<file path="src/rtl/sdram_mon_pkg.sv">
package sdram_mon_pkg;
  typedef enum logic [2:0] {
    C_NONE, C_ACT, C_RD, C_WR, C_PRE, C_REF, C_MRS
  } cmd_e;

  localparam int NUM_VIOL      = 7;
  localparam int V_IDLE_ACCESS = 0;
  localparam int V_BANK_BUSY   = 1;
  localparam int V_TMRD        = 2;
  localparam int V_TRC         = 3;
  localparam int V_TRP         = 4;
  localparam int V_DOUBLE_ACT  = 5;
  localparam int V_REF_SHORT   = 6;
endpackage

</file>
<file path="src/rtl/sdram_cmd_decode.sv">
module sdram_cmd_decode
  import sdram_mon_pkg::*;
(
  input  logic cs_n,
  input  logic ras_n,
  input  logic cas_n,
  input  logic we_n,
  output cmd_e cmd
);
  always_comb begin
    cmd = C_NONE;
    if (!cs_n) begin
      case ({ras_n, cas_n, we_n})
        3'b011:  cmd = C_ACT;
        3'b101:  cmd = C_RD;
        3'b100:  cmd = C_WR;
        3'b010:  cmd = C_PRE;
        3'b001:  cmd = C_REF;
        3'b000:  cmd = C_MRS;
        default: cmd = C_NONE;
      endcase
    end
  end
endmodule

</file>
<file path="src/rtl/sdram_bank_tracker.sv">
module sdram_bank_tracker
  import sdram_mon_pkg::*;
#(
  parameter int ROW_W     = 11,
  parameter int T_RP      = 3,
  parameter int BURST_LEN = 4
) (
  input  logic             clk,
  input  logic             rst,
  input  cmd_e             cmd,
  input  logic             sel,
  input  logic             ap,
  input  logic [ROW_W-1:0] row_in,
  output logic             active_o,
  output logic             trp_busy_o,
  output logic [ROW_W-1:0] row_o
);
  localparam int RP_W = $clog2(T_RP + 1);
  localparam int BL_W = $clog2(BURST_LEN + 1);

  logic [RP_W-1:0] trp_cnt;
  logic [BL_W-1:0] ap_cnt;
  logic            ap_pend;
  logic            pre_hit, act_hit, rw_ap, ap_fire;

  assign pre_hit    = (cmd == C_PRE) && (ap || sel);
  assign act_hit    = (cmd == C_ACT) && sel;
  assign rw_ap      = ((cmd == C_RD) || (cmd == C_WR)) && sel && ap && active_o;
  assign ap_fire    = ap_pend && (ap_cnt == '0);
  assign trp_busy_o = (trp_cnt != '0);

  always_ff @(posedge clk) begin
    if (rst) begin
      active_o <= 1'b0;
      ap_pend  <= 1'b0;
      ap_cnt   <= '0;
      trp_cnt  <= '0;
      row_o    <= '0;
    end else begin
      if (trp_cnt != '0) trp_cnt <= trp_cnt - RP_W'(1);
      if (pre_hit || ap_fire) begin
        active_o <= 1'b0;
        ap_pend  <= 1'b0;
        ap_cnt   <= '0;
        trp_cnt  <= RP_W'(T_RP - 1);
        row_o    <= '0;
      end else begin
        if (act_hit && !active_o) begin
          active_o <= 1'b1;
          row_o    <= row_in;
        end
        if (rw_ap) begin
          ap_pend <= 1'b1;
          ap_cnt  <= BL_W'(BURST_LEN - 1);
        end else if (ap_pend) begin
          ap_cnt <= ap_cnt - BL_W'(1);
        end
      end
    end
  end

  a_r5_pre_closes: assert property (@(posedge clk) disable iff (rst)
    pre_hit |=> !active_o);
  a_r4_act_opens: assert property (@(posedge clk) disable iff (rst)
    act_hit |=> active_o);
  a_r6_autoclose: assert property (@(posedge clk) disable iff (rst)
    ap_fire |=> !active_o);
  a_r13_idle_row_zero: assert property (@(posedge clk) disable iff (rst)
    !active_o |-> (row_o == '0));
endmodule

</file>
<file path="src/rtl/sdram_refresh_window.sv">
module sdram_refresh_window
  import sdram_mon_pkg::*;
#(
  parameter int REF_WINDOW = 10_666_666,
  parameter int REF_MIN    = 4096
) (
  input  logic clk,
  input  logic rst,
  input  cmd_e cmd,
  output logic short_o
);
  localparam int WIN_W = $clog2(REF_WINDOW);
  localparam int CNT_W = $clog2(REF_MIN + 1);
  localparam int SUM_W = CNT_W + 1;

  logic [WIN_W-1:0] win_cnt;
  logic [CNT_W-1:0] ref_cnt;
  logic [SUM_W-1:0] ref_sum;
  logic             last, is_ref;

  assign is_ref  = (cmd == C_REF);
  assign last    = (win_cnt == WIN_W'(REF_WINDOW - 1));
  assign ref_sum = SUM_W'(ref_cnt) + SUM_W'(is_ref);

  always_ff @(posedge clk) begin
    if (rst) begin
      win_cnt <= '0;
      ref_cnt <= '0;
      short_o <= 1'b0;
    end else begin
      short_o <= last && (ref_sum < SUM_W'(REF_MIN));
      if (last) begin
        win_cnt <= '0;
        ref_cnt <= '0;
      end else begin
        win_cnt <= win_cnt + WIN_W'(1);
        if (is_ref && (ref_cnt != CNT_W'(REF_MIN))) ref_cnt <= ref_cnt + CNT_W'(1);
      end
    end
  end

  a_r10_short_at_start: assert property (@(posedge clk) disable iff (rst)
    short_o |-> (win_cnt == '0));
  a_r10_count_reset: assert property (@(posedge clk) disable iff (rst)
    (win_cnt == '0) |-> (ref_cnt == '0));
endmodule

</file>
<file path="src/rtl/sdram_cmd_monitor.sv">
module sdram_cmd_monitor
  import sdram_mon_pkg::*;
#(
  parameter int ADDR_W     = 12,
  parameter int T_MRD      = 2,
  parameter int T_RC       = 10,
  parameter int T_RP       = 3,
  parameter int BURST_LEN  = 4,
  parameter int REF_WINDOW = 10_666_666,
  parameter int REF_MIN    = 4096
) (
  input  logic                      clk,
  input  logic                      rst,
  input  logic                      cs_n,
  input  logic                      ras_n,
  input  logic                      cas_n,
  input  logic                      we_n,
  input  logic [ADDR_W-1:0]         addr,
  input  logic                      clr,
  output logic                      err_flag,
  output logic [6:0]                viol_code,
  output logic [2*(ADDR_W-1)-1:0]   open_rows
);
  localparam int NUM_BANKS = 2;
  localparam int ROW_W     = ADDR_W - 1;
  localparam int BA_BIT    = ADDR_W - 1;
  localparam int AP_BIT    = ADDR_W - 2;
  localparam int MRD_W     = $clog2(T_MRD + 1);
  localparam int RC_W      = $clog2(T_RC + 1);

  cmd_e                  cmd;
  logic                  ba, ap, is_cmd, bank_cmd, all_cmd, ref_short;
  logic [NUM_BANKS-1:0]  bank_act, bank_trp;
  logic [MRD_W-1:0]      mrd_cnt;
  logic [RC_W-1:0]       rc_cnt;
  logic [NUM_VIOL-1:0]   new_v;

  assign ba = addr[BA_BIT];
  assign ap = addr[AP_BIT];

  sdram_cmd_decode u_dec (
    .cs_n(cs_n), .ras_n(ras_n), .cas_n(cas_n), .we_n(we_n), .cmd(cmd)
  );

  for (genvar gi = 0; gi < NUM_BANKS; gi++) begin : g_bank
    sdram_bank_tracker #(.ROW_W(ROW_W), .T_RP(T_RP), .BURST_LEN(BURST_LEN)) u_bank (
      .clk(clk), .rst(rst), .cmd(cmd), .sel(ba == 1'(gi)), .ap(ap),
      .row_in(addr[ROW_W-1:0]), .active_o(bank_act[gi]),
      .trp_busy_o(bank_trp[gi]), .row_o(open_rows[gi*ROW_W +: ROW_W])
    );
  end

  sdram_refresh_window #(.REF_WINDOW(REF_WINDOW), .REF_MIN(REF_MIN)) u_ref (
    .clk(clk), .rst(rst), .cmd(cmd), .short_o(ref_short)
  );

  always_ff @(posedge clk) begin
    if (rst) begin
      mrd_cnt <= '0;
      rc_cnt  <= '0;
    end else begin
      if (cmd == C_MRS)       mrd_cnt <= MRD_W'(T_MRD - 1);
      else if (mrd_cnt != '0) mrd_cnt <= mrd_cnt - MRD_W'(1);
      if (cmd == C_REF)       rc_cnt  <= RC_W'(T_RC - 1);
      else if (rc_cnt != '0)  rc_cnt  <= rc_cnt - RC_W'(1);
    end
  end

  assign is_cmd   = (cmd != C_NONE);
  assign bank_cmd = (cmd == C_ACT) || (cmd == C_RD) || (cmd == C_WR) ||
                    ((cmd == C_PRE) && !ap);
  assign all_cmd  = ((cmd == C_PRE) && ap) || (cmd == C_REF) || (cmd == C_MRS);

  always_comb begin
    new_v                = '0;
    new_v[V_IDLE_ACCESS] = ((cmd == C_RD) || (cmd == C_WR)) && !bank_act[ba];
    new_v[V_BANK_BUSY]   = ((cmd == C_MRS) || (cmd == C_REF)) && (|bank_act);
    new_v[V_TMRD]        = is_cmd && (mrd_cnt != '0);
    new_v[V_TRC]         = is_cmd && (rc_cnt != '0);
    new_v[V_TRP]         = (bank_cmd && bank_trp[ba]) || (all_cmd && (|bank_trp));
    new_v[V_DOUBLE_ACT]  = (cmd == C_ACT) && bank_act[ba];
    new_v[V_REF_SHORT]   = ref_short;
  end

  always_ff @(posedge clk) begin
    if (rst) begin
      viol_code <= '0;
      err_flag  <= 1'b0;
    end else begin
      viol_code <= (clr ? '0 : viol_code) | new_v;
      err_flag  <= (clr ? 1'b0 : err_flag) | (|new_v);
    end
  end

  a_r11_sticky: assert property (@(posedge clk) disable iff (rst)
    !clr |=> ((viol_code & $past(viol_code)) == $past(viol_code)));
  a_r12_err_matches: assert property (@(posedge clk) disable iff (rst)
    err_flag == (|viol_code));
  a_r2_idle_access: assert property (@(posedge clk) disable iff (rst)
    (((cmd == C_RD) || (cmd == C_WR)) && !bank_act[ba]) |=> viol_code[V_IDLE_ACCESS]);
  a_r4_double_act: assert property (@(posedge clk) disable iff (rst)
    ((cmd == C_ACT) && bank_act[ba]) |=> viol_code[V_DOUBLE_ACT]);
endmodule

</file>
<file path="config.mk">
export PLATFORM = sky130hd
export DESIGN_NAME = sdram_cmd_monitor
export DESIGN_NICKNAME = d
export VERILOG_FILES = /design/src/rtl/sdram_mon_pkg.sv /design/src/rtl/sdram_cmd_decode.sv /design/src/rtl/sdram_bank_tracker.sv /design/src/rtl/sdram_refresh_window.sv /design/src/rtl/sdram_cmd_monitor.sv
export SDC_FILE = /design/constraint.sdc
export NUM_CORES = 1
export LEC_CHECK = 0
export BUFFER_PORTS_ARGS = -buffer_cell sky130_fd_sc_hd__buf_2
export CORE_ASPECT_RATIO = 2
export CORE_UTILIZATION = 45
export CTS_CLUSTER_SIZE = 8
export DETAILED_ROUTE_END_ITERATION = 16
export GPL_TIMING_DRIVEN = 0
export PLACE_DENSITY = 0.77
export SLEW_MARGIN = 0
export SYNTH_ARGS = -nofsm -noshare
export SYNTH_HDL_FRONTEND = slang
export SYNTH_HIERARCHICAL = 1
export SYNTH_SLANG_ARGS = --single-unit
</file>
<file path="constraint.sdc">
create_clock -name clk -period 2.54 [get_ports clk]
set_clock_uncertainty 0.05 [all_clocks]
set_input_delay 0.381 -clock clk [delete_from_list [all_inputs] [get_ports clk]]
set_output_delay 0.381 -clock clk [all_outputs]
set_load 0.01 [all_outputs]
</file>
==> impl_metrics.toml <==
[clock_tree]
htree_levels = 3
cts_root_buf = "clkbuf_16"
cts.clk_slew.worst_paths_ns = 0.06
worstSkewPairLatency_ns = 0.34
cts_tree = "built"
cts_buffers = 9
cts_sinks = 88
clockBufferDepth = 2

[drt]
drtAntennaViolNets = 0
drcViolationCount = 0
drt-met1-wl_um = 3310
wl_met3_um = 238
wl_met2_um = 5600
top_layer = "met4"
drt-vias-per-instance = 5.683
vias = 3603
drt_iter0_drc = 191
first_pass_iters = 4
routedWlPerCell_um = 14.89
routed_wl_um = 9443

[final_layout]
fin_nets = 559
stdcell_count = 634
n_fill_cell = 813
drive_gt1_share_pct = 16.92
area_growth_pct = 16.63
diodes = 0

[power]
power_density_nw_per_um2 = 690.7
vdd_drop_max_mv = 0.3554
leakagePower_nw = 1.776

[sta]
fin_crit_sh_pct = 89.65
finalHoldViolations = 0
min_period_ns = 2.277
worst_pin_slew_ns = 0.8524
rsz0062_at_grt = "no"
maxSlewHeadroom_pct = 43.07
drv_slew = 0
fin_setup_tns_ns = 0
setup_violations = 0
fmax_mhz = 439.2

[die]
die_w_um = 69.82
core.rowCount = 49
core_um2 = 8951
die_h_um = 137.6
die_area_um2 = 9609
start_util_pct = 46.24
io_pins = 49

[logic_synthesis]
synth_compound_area_share_pct = 13.54
syn-cell-area_um2 = 4139
synth_top_family_by_area = "simple AND/OR/NAND/NOR gates"
syn_nets = 499
ys_ff_latch = 88
synth.avg_cell_area_um2 = 8.825
synthMuxAreaShare_pct = 1.723
synth_edf_count = 0
synthCells = 469
synth_ff_type = "dfxtp_1"
synth_seq_area_share_pct = 42.56
synth_top_area_share_pct = 42.56
async_flop_share_pct = 0
synth.distinct_cells = 60
yosysWarnings = 6
synthTopCellsByArea = "dfxtp_1, a21oi_1, nand3_1"
yosys.area.top_type = "dfxtp_1"
yosys.area_share.adder_pct = 3.325
synth_xor_xnor_area_share_pct = 6.560
synth_simple_gate_area_share_pct = 27.00
synthTopCellsByCount = "dfxtp_1, a21oi_1, nor2_1"
post-synth-top-count-cell = "dfxtp_1"

[grt]
grt_max_degree = 15
gr-total-overflow = 0
grt_pass1_wl_um = 15640
antenna_found_initial = 0
first_global_vias = 3518
track_usage_pct = 20.45

[run_status]
status = "completed"

[worst_setup_path]
worstPathArrival_ns = 2.50
crit_path_top_delay_cell = "a211oi_2"
critPathMaxFanout = 14
cp_cell_sequence = "buf_2, a211oi_2, nand3b_1, or3_1, or3_1, a21oi_1"
cp-start-kind = "input port"
cpMostUsedCell = "or3_1"
cpPeakStageDelay_ns = 0.73
worstSetupEndpointType = "flip-flop"
path_class = "input port to flip-flop"
crit_required_ns = 2.76

[run]
maxCapViolCount = 0

[hold_path]
min_path_type = "input port to flip-flop"

[placed_design]
gp_congestion = 0.8380
io_buffers = 48
place_inst = 620
dp_hpwl_um = 7044
[sequential cells by signal (all words and copies together) (netlist names)]
signal	flops
u_ref/win_cnt	24
g_bank.u_bank/ap_cnt	6
rc_cnt	4
g_bank.u_bank/active_o	2
g_bank.u_bank/ap_pend	2
g_bank.u_bank/trp_cnt	4
viol_code	7
g_bank.u_bank/row_o	22
mrd_cnt	2
err_flag	1
u_ref/ref_cnt	13
u_ref/short_o	1
[worst max-delay path, delay by kind of cell]
kind                   cells  cell delay [ns]
and+or+nand+nor            3             1.12
AOI/OAI and AO/OA          2             0.87
buffers and inverters      1             0.12
[kinds of logic (layout without fill, tap and decap cells)]
logic type,count (synthesis),count (layout)
AOI/OAI and AO/OA,100,100
xor gates and xnor gates,31,31
adders and majority gates,11,11
buffers and inverters,44,107
DFF,88,88
muxes,7,7
and+or+nand+nor,188,188
[stage by stage]
stage          power, W  hold slack, ns  utilization (%)  setup WS (ns)  area (um^2)
4_1_cts        0.003366          0.2491            53.93         0.3023         4827
5_1_grt        0.003490          0.2629            53.93         0.1155         4827
6_report       0.003334          0.2585            53.93         0.2629         4827
3_5_place_dp   0.001976          0.3900            50.41        -0.6232         4512
2_1_floorplan  0.001853          0.3609                -         0.1394         4139
3_3_place_gp   0.001952          0.3695            50.35        -0.5287         4507
[routing by layer]
| layer | GRT usage (%) | vias up |
|---|---|---|
| met4 | 11.78 | 0 |
| met1 | 19.09 | 1713 |
| met5 | 0 | - |
| li1 | - | 1791 |
| met3 | 3.072 | 28 |
| met2 | 40.87 | 71 |
[power by group]
group / leakage [nW] / total [W] / switching, W / internal [W]
clock network: 0.148 / 0.00139 / 0.000508 / 0.000877
logic: 0.916 / 0.000452 / 0.000252 / 0.000201
registers: 0.712 / 0.00150 / 0.0000478 / 0.00145
total: 1.78 / 0.00333 / 0.000807 / 0.00253
[layout make-up]
class / instances / area [um^2] / area share (%)
inverter: 22 / 82.58 / 1.711
clock buffer: 11 / 242.7 / 5.029
timing repair buffer: 49 / 245.2 / 5.080
buffer: 22 / 136.4 / 2.825
sequential: 88 / 1762 / 36.50
tap: 102 / 127.6 / 2.644
clock inverter: 3 / 67.56 / 1.400
multi-input combinational: 337 / 2163 / 44.82
[cell usage in the layout, fill, tap and decap left out, types with 6 or more instances in the layout]
| master | synthesis | routed |
|---|---|---|
| dfxtp_1 | 88 | 88 |
| buf_2 | 4 | 53 |
| a21oi_1 | 50 | 50 |
| nor2_1 | 48 | 48 |
| nand3_1 | 37 | 37 |
| o21ai_0 | 29 | 29 |
| inv_1 | 22 | 22 |
| xnor2_1 | 21 | 21 |
| nand2_1 | 17 | 17 |
| nor4_1 | 12 | 12 |
| clkbuf_1 | 11 | 12 |
| ha_1 | 11 | 11 |
| xor2_1 | 10 | 10 |
| clkbuf_16 | 0 | 9 |
| nand4_1 | 9 | 9 |
| nor3_1 | 7 | 7 |
| or3_1 | 6 | 6 |
| mux2i_1 | 6 | 6 |
[repair_timing]
item,4_1_cts,5_1_grt
resized for setup,1,0
hold buffers,0,0
endpoints found under the hold margin,0,0
buffers inserted,0,0
setup endpoints to repair,7,0
[final timing paths]
kind | from | to | slack (ns) | cells after the start
worst max-delay path | we_n | u_ref/ref_cnt[11] | 0.26 | 6
worst min-delay path | addr[8] | g_bank[1].u_bank/row_o[8] | 0.26 | 3
worst max register to register | u_ref/win_cnt[3] | u_ref/ref_cnt[10] | 0.44 | 5
worst min register to register | g_bank[0].u_bank/trp_cnt[0] | g_bank[0].u_bank/trp_cnt[0] | 0.40 | 1
Power figures use the tool's default switching activity.
